`config.mk`:
```
export PLATFORM = sky130hd
export DESIGN_NAME = cfg_serial_loader
export DESIGN_NICKNAME = d
export VERILOG_FILES = /design/src/rtl/cfg_loader_pkg.sv /design/src/rtl/cfg_pin_sync.sv /design/src/rtl/cfg_latch_fsm.sv /design/src/rtl/cfg_shift_path.sv /design/src/rtl/cfg_serial_loader.sv
export SDC_FILE = /design/constraint.sdc
export NUM_CORES = 1
export LEC_CHECK = 0
export ABC_AREA = 0
export BUFFER_PORTS_ARGS = -buffer_cell sky130_fd_sc_hd__buf_2
export CORE_MARGIN = 2
export CORE_UTILIZATION = 59
export CTS_BUF_LIST = sky130_fd_sc_hd__clkbuf_8
export CTS_CLUSTER_SIZE = 40
export DETAILED_ROUTE_END_ITERATION = 7
export GPL_TIMING_DRIVEN = 0
export PLACE_DENSITY_LB_ADDON = 0.3
export RECOVER_POWER = 50
export SYNTH_ARGS = -nofsm -noshare
export SYNTH_HDL_FRONTEND = slang
export SYNTH_SLANG_ARGS = --single-unit
```
`constraint.sdc`:
```
create_clock -name clk -period 1.6 [get_ports clk]
set_input_delay 0.32 -clock clk [delete_from_list [all_inputs] [get_ports clk]]
set_output_delay 0.32 -clock clk [all_outputs]
set_load 0.1 [all_outputs]
```
`src/rtl/cfg_loader_pkg.sv`:
```
package cfg_loader_pkg;

    // Latch-control states of the loader
    typedef enum logic [1:0] {
        ST_SHIFT = 2'd0,  // strobe low, shifting open
        ST_PASS  = 2'd1,  // strobe high in correction mode, register transparent
        ST_HOLD  = 2'd2   // strobe high in on/off mode
    } ld_state_e;

    // Bit positions inside the synchronized pin bundle
    localparam int PIN_DIN   = 0;
    localparam int PIN_CLK   = 1;
    localparam int PIN_LATCH = 2;
    localparam int PIN_MODE  = 3;
    localparam int PIN_COUNT = 4;

endpackage

```
`src/rtl/cfg_pin_sync.sv`:
```
module cfg_pin_sync #(
    parameter int WIDTH  = 4,
    parameter int STAGES = 2
) (
    input  logic             clk,
    input  logic             rst,
    input  logic [WIDTH-1:0] pin_i,
    output logic [WIDTH-1:0] pin_s
);

    logic [STAGES-1:0][WIDTH-1:0] stage_q;

    always_ff @(posedge clk) begin
        if (rst) begin
            stage_q <= '0;
        end else begin
            stage_q[0] <= pin_i;
            for (int i = 1; i < STAGES; i++) begin
                stage_q[i] <= stage_q[i-1];
            end
        end
    end

    assign pin_s = stage_q[STAGES-1];

endmodule

```
`src/rtl/cfg_latch_fsm.sv`:
```
module cfg_latch_fsm
    import cfg_loader_pkg::*;
(
    input  logic      clk,
    input  logic      rst,
    input  logic      latch_s,
    input  logic      mode_s,
    output ld_state_e state,
    output logic      onoff_load,
    output logic      corr_follow,
    output logic      shift_block
);

    ld_state_e state_nx;

    // State register
    always_ff @(posedge clk) begin
        if (rst) begin
            state <= ST_SHIFT;
        end else begin
            state <= state_nx;
        end
    end

    // Next state and outputs
    always_comb begin
        state_nx    = state;
        onoff_load  = 1'b0;
        corr_follow = 1'b0;
        shift_block = 1'b0;
        unique case (state)
            ST_SHIFT: begin
                if (latch_s) begin
                    if (mode_s) begin
                        state_nx = ST_PASS;
                    end else begin
                        state_nx   = ST_HOLD;
                        onoff_load = 1'b1;
                    end
                end
            end
            ST_PASS: begin
                corr_follow = 1'b1;
                shift_block = 1'b1;
                if (!latch_s) begin
                    state_nx = ST_SHIFT;
                end else if (!mode_s) begin
                    state_nx = ST_HOLD;
                end
            end
            ST_HOLD: begin
                if (!latch_s) begin
                    state_nx = ST_SHIFT;
                end else if (mode_s) begin
                    state_nx = ST_PASS;
                end
            end
            default: begin
                state_nx = ST_SHIFT;
            end
        endcase
    end


    pass_needs_strobe_chk: assert property (@(posedge clk) disable iff (rst)
        (state == ST_PASS) |-> ($past(latch_s) && $past(mode_s)));


    hold_entry_chk: assert property (@(posedge clk) disable iff (rst)
        ($past(state) == ST_SHIFT && state == ST_HOLD) |-> !$past(mode_s));

endmodule

```
`src/rtl/cfg_shift_path.sv`:
```
module cfg_shift_path #(
    parameter int WIDTH = 16
) (
    input  logic             clk,
    input  logic             rst,
    input  logic             shift_en,
    input  logic             bit_in,
    output logic [WIDTH-1:0] path_q
);

    always_ff @(posedge clk) begin
        if (rst) begin
            path_q <= '0;
        end else if (shift_en) begin
            path_q <= {path_q[WIDTH-2:0], bit_in};
        end
    end


    shift_entry_chk: assert property (@(posedge clk) disable iff (rst)
        shift_en |=> (path_q[0] == $past(bit_in)));


    idle_stable_chk: assert property (@(posedge clk) disable iff (rst)
        !shift_en |=> $stable(path_q));

endmodule

```
`src/rtl/cfg_serial_loader.sv`:
```
module cfg_serial_loader
    import cfg_loader_pkg::*;
#(
    parameter int CH_COUNT  = 16,
    parameter int CORR_BITS = 7,
    parameter int SYNC_LEN  = 2
) (
    input  logic                          clk,
    input  logic                          rst,
    input  logic                          ser_din,
    input  logic                          ser_clk,
    input  logic                          ser_latch,
    input  logic                          mode_sel,
    output logic                          ser_dout,
    output logic [CH_COUNT-1:0]           onoff_q,
    output logic [CH_COUNT*CORR_BITS-1:0] corr_q
);

    localparam int ON_W   = CH_COUNT;
    localparam int CORR_W = CH_COUNT * CORR_BITS;

    logic [PIN_COUNT-1:0] pin_raw;
    logic [PIN_COUNT-1:0] pin_s;
    logic                 din_s, clk_s, latch_s, mode_s;
    logic                 clk_d;
    logic                 clk_rise;
    ld_state_e            state;
    logic                 onoff_load, corr_follow, shift_block;
    logic                 en_on, en_corr;
    logic [ON_W-1:0]      sh_on;
    logic [CORR_W-1:0]    sh_corr;

    assign pin_raw[PIN_DIN]   = ser_din;
    assign pin_raw[PIN_CLK]   = ser_clk;
    assign pin_raw[PIN_LATCH] = ser_latch;
    assign pin_raw[PIN_MODE]  = mode_sel;

    cfg_pin_sync #(.WIDTH(PIN_COUNT), .STAGES(SYNC_LEN)) u_sync (
        .clk   (clk),
        .rst   (rst),
        .pin_i (pin_raw),
        .pin_s (pin_s)
    );

    assign din_s   = pin_s[PIN_DIN];
    assign clk_s   = pin_s[PIN_CLK];
    assign latch_s = pin_s[PIN_LATCH];
    assign mode_s  = pin_s[PIN_MODE];

    always_ff @(posedge clk) begin
        if (rst) begin
            clk_d <= 1'b0;
        end else begin
            clk_d <= clk_s;
        end
    end

    assign clk_rise = clk_s & ~clk_d;

    cfg_latch_fsm u_fsm (
        .clk         (clk),
        .rst         (rst),
        .latch_s     (latch_s),
        .mode_s      (mode_s),
        .state       (state),
        .onoff_load  (onoff_load),
        .corr_follow (corr_follow),
        .shift_block (shift_block)
    );

    assign en_on   = clk_rise & ~mode_s & ~shift_block;
    assign en_corr = clk_rise &  mode_s & ~shift_block;

    cfg_shift_path #(.WIDTH(ON_W)) u_path_on (
        .clk      (clk),
        .rst      (rst),
        .shift_en (en_on),
        .bit_in   (din_s),
        .path_q   (sh_on)
    );

    cfg_shift_path #(.WIDTH(CORR_W)) u_path_corr (
        .clk      (clk),
        .rst      (rst),
        .shift_en (en_corr),
        .bit_in   (din_s),
        .path_q   (sh_corr)
    );

    always_ff @(posedge clk) begin
        if (rst) begin
            onoff_q <= '0;
        end else if (onoff_load) begin
            onoff_q <= sh_on;
        end
    end

    always_ff @(posedge clk) begin
        if (rst) begin
            corr_q <= '0;
        end else if (corr_follow) begin
            corr_q <= sh_corr;
        end
    end

    assign ser_dout = mode_s ? sh_corr[CORR_W-1] : sh_on[ON_W-1];


    onoff_edge_only_chk: assert property (@(posedge clk) disable iff (rst)
        !$stable(onoff_q) |-> ($past(latch_s) && !$past(mode_s)));


    corr_when_pass_chk: assert property (@(posedge clk) disable iff (rst)
        !$stable(corr_q) |-> ($past(latch_s, 2) && $past(mode_s, 2)));


    pass_freeze_chk: assert property (@(posedge clk) disable iff (rst)
        ($past(state) == ST_PASS) |-> ($stable(sh_corr) && $stable(sh_on)));


    reset_clear_chk: assert property (@(posedge clk)
        rst |=> (onoff_q == '0 && corr_q == '0 && ser_dout == 1'b0));

endmodule

```
==> flow_metrics.py <==
metrics = {
    "pwr": {
        "power_density_mw_per_mm2": 1026,
        "power_mw": 12.33,
        "p_leak_nw": 4.377,
        "max-vdd-ir-drop_mv": 0.7092,
    },
    "place": {
        "globalplace.congestion": 0.7787,
        "dp_hpwl_um": 13250,
        "dpl.cell_count": 1349,
        "numPortBuffers": 133,
    },
    "floorplanning": {
        "io_pins": 135,
        "dieArea_mm2": 0.01725,
        "die_w_um": 131.4,
        "core_area_mm2": 0.01589,
        "start_util": 0.6024,
        "die_h_um": 131.4,
        "rows": 46,
    },
    "clocking": {
        "cts_tree": "built",
        "cts_made_buffers": 43,
        "cts_sinks": 267,
        "root_buffer": "clkbuf_8",
        "htree_levels": 2,
        "clockBufferDepth": 3,
        "cts.clk_slew.worst_paths_ns": 0.06,
        "clock_latency_ns": 0.54,
    },
    "route": {
        "via_per_inst": 5.063,
        "drc_errors": 0,
        "drt_first_pass_iters": 5,
        "drtIter0Drc": 311,
        "num_vias": 7266,
        "postRouteWirelength_um": 20650,
        "routedWlPerCell_um": 14.39,
        "ant_nets": 0,
    },
    "setup_path": {
        "crit_path_max_fanout": 6,
        "crit_chain": "mux2_4, buf_12",
        "arrival_ns": 1.42,
        "cp_slowest_cell": "dfxtp_4",
        "cp-start-kind": "flip-flop",
        "cp_slowest_stage_delay_ns": 0.38,
        "critPathKind": "reg -> out",
        "cp.required_ns": 1.28,
        "cp-end-kind": "output port",
    },
    "yosys": {
        "synth_top_cell_area_share": 0.5586,
        "async_reset_ff_frac": 0,
        "seq_area_frac_synth": 0.5586,
        "ys_top_cells_by_count": "dfxtp_1 (267), nand2_1 (257), nand2b_1 (130)",
        "synth_largest_area_cell": "dfxtp_1",
        "yosys_register_bits": 267,
        "synthCells": 1000,
        "yosys-top-cells-area": "dfxtp_1 (56%), mux2i_1 (13%), nand2_1 (10%)",
        "synth.most_common_cell": "dfxtp_1",
        "synth_nets": 1006,
        "synth_area_per_cell_um2": 9.569,
        "synth_edf_count": 0,
        "synth.distinct_cells": 17,
        "synth-main-ff-cell": "dfxtp_1",
        "ys_warn_count": 0,
        "syn_area_mm2": 0.009569,
    },
    "sta": {
        "fmax_mhz": 574.1,
        "max_slew_margin": 0.4737,
        "finalSetupViolCount": 42,
        "timing.hold.ws_ns": 0.2751,
        "hold_viol": 0,
        "finalCritPeriodShare": 1.089,
        "timing.final.ws_setup_ns": -0.1418,
        "post-route-min-period_ns": 1.742,
        "skew_ns": 0.01639,
        "worst_pin_slew_ns": 0.7894,
        "drv_slew": 0,
        "rsz0062_at_grt": "yes",
    },
    "cells_and_area": {
        "drive_gt1_frac": 0.1977,
        "instances_no_fill": 1435,
        "layout.nets": 1200,
        "nFillCells": 1128,
        "syn2layout_area_growth_pct": 25.56,
        "diodes": 0,
    },
    "grt": {
        "antenna_found_initial": 0,
        "overflow": 0,
        "grt_pass1_vias": 7182,
        "grt_max_degree": 11,
        "groute.usage.overall": 0.2313,
        "grt_pass1_wl_um": 33310,
    },
    "hold_path": {
        "hp-class": "in -> reg",
    },
    "status": {
        "violations": "negative setup slack",
        "outcome": "finished with violations",
    },
    "run": {
        "drv_cap": 0,
    },
}
## routing by layer
layer | wire length, um | up-vias | global-route usage
met3 | 914 | 29 | 0.04552
li1 | - | 3677 | -
met2 | 10260 | 164 | 0.4015
met1 | 9068 | 3396 | 0.2846
met5 | 0 | - | 0
met4 | 402 | 0 | 0.08877
## state kept, by name, indices dropped and copies added, names as in the netlist
signal / flops
u_sync.pin_s: 4
clk_d: 1
u_path_corr.path_q: 112
corr_q: 112
u_sync.stage_q: 4
u_fsm.state: 2
u_path_on.path_q: 16
onoff_q: 16
## cell families after synthesis
group | after synthesis | share of synthesized area
AOI/OAI and AO/OA | 128 | 0.06695
buffers and inverters | 73 | 0.04040
DFF | 267 | 0.5586
muxes | 129 | 0.1351
and+or+nand+nor | 403 | 0.1990
## metrics by stage
step | TNS, ns | cell area [um^2] | setup slack, ns | util
after floorplan | 0 | 9569 | 0.1381 | -
after global placement | -61.71 | 10510 | -0.5635 | 0.6613
after detailed placement | -66.05 | 10510 | -0.6150 | 0.6613
after CTS | -0.1746 | 11790 | -0.1568 | 0.7420
after global routing | -15.20 | 12020 | -0.1739 | 0.7564
final | -0.8402 | 12020 | -0.1418 | 0.7564
## worst paths after layout
| path | startpoint | endpoint | slack [ns] | cells past startpoint |
|---|---|---|---|---|
| setup / recovery | u_sync.pin_s[3] | ser_dout | -0.14 | 2 |
| hold / removal | rst | u_path_corr.path_q[28] | 0.28 | 3 |
| setup reg to reg | u_fsm.state[1] | u_path_corr.path_q[90] | -0.04 | 7 |
| hold reg to reg | u_sync.stage_q[0] | u_sync.pin_s[0] | 0.43 | 1 |
## timing repair
item                       in CTS  in global routing
gates resized for setup       161                 16
hold buffers                    4                  0
hold endpoints to repair        4                  0
gates cloned                    0                  7
buffers inserted                4                  2
setup endpoints to repair     321                170
## area by class of cell
type,count,area (um^2),share of cell area
timing repair buffer,150,1261,0.1050
clock inverter,21,107.6,0.008955
multi-input combinational,660,3856,0.3209
sequential,267,5350,0.4453
clock buffer,49,674.4,0.05613
tap,216,270.3,0.02249
buffer,72,495.5,0.04124
## critical path: cells and delay by family (launching register included)
| kind | cells | cell delay (ns) |
|---|---|---|
| mux | 1 | 0.34 |
| flops | 1 | 0.38 |
| buf+inv | 1 | 0.17 |
## power by group
part | internal (mW) | switching, mW | leakage, nW
registers | 6.66 | 0.00623 | 2.15
logic | 0.123 | 0.156 | 1.75
clock network | 2.92 | 2.47 | 0.470
total | 9.70 | 2.63 | 4.38
## placed cells by master, fill, tap and decap left out, drive strengths merged
cell,instances
inv,18
dlygate4sd3,4
dfxtp,267
and4b,2
mux2,1
nor4b,2
clkbuf,180
nand2b,130
clkinv,2
mux2i,128
nand2,257
nor4bb,1
nor2b,10
a21oi,128
bufinv,1
buf,87
or4b,1
No activity file was read; power rests on OpenSTA's default activity.
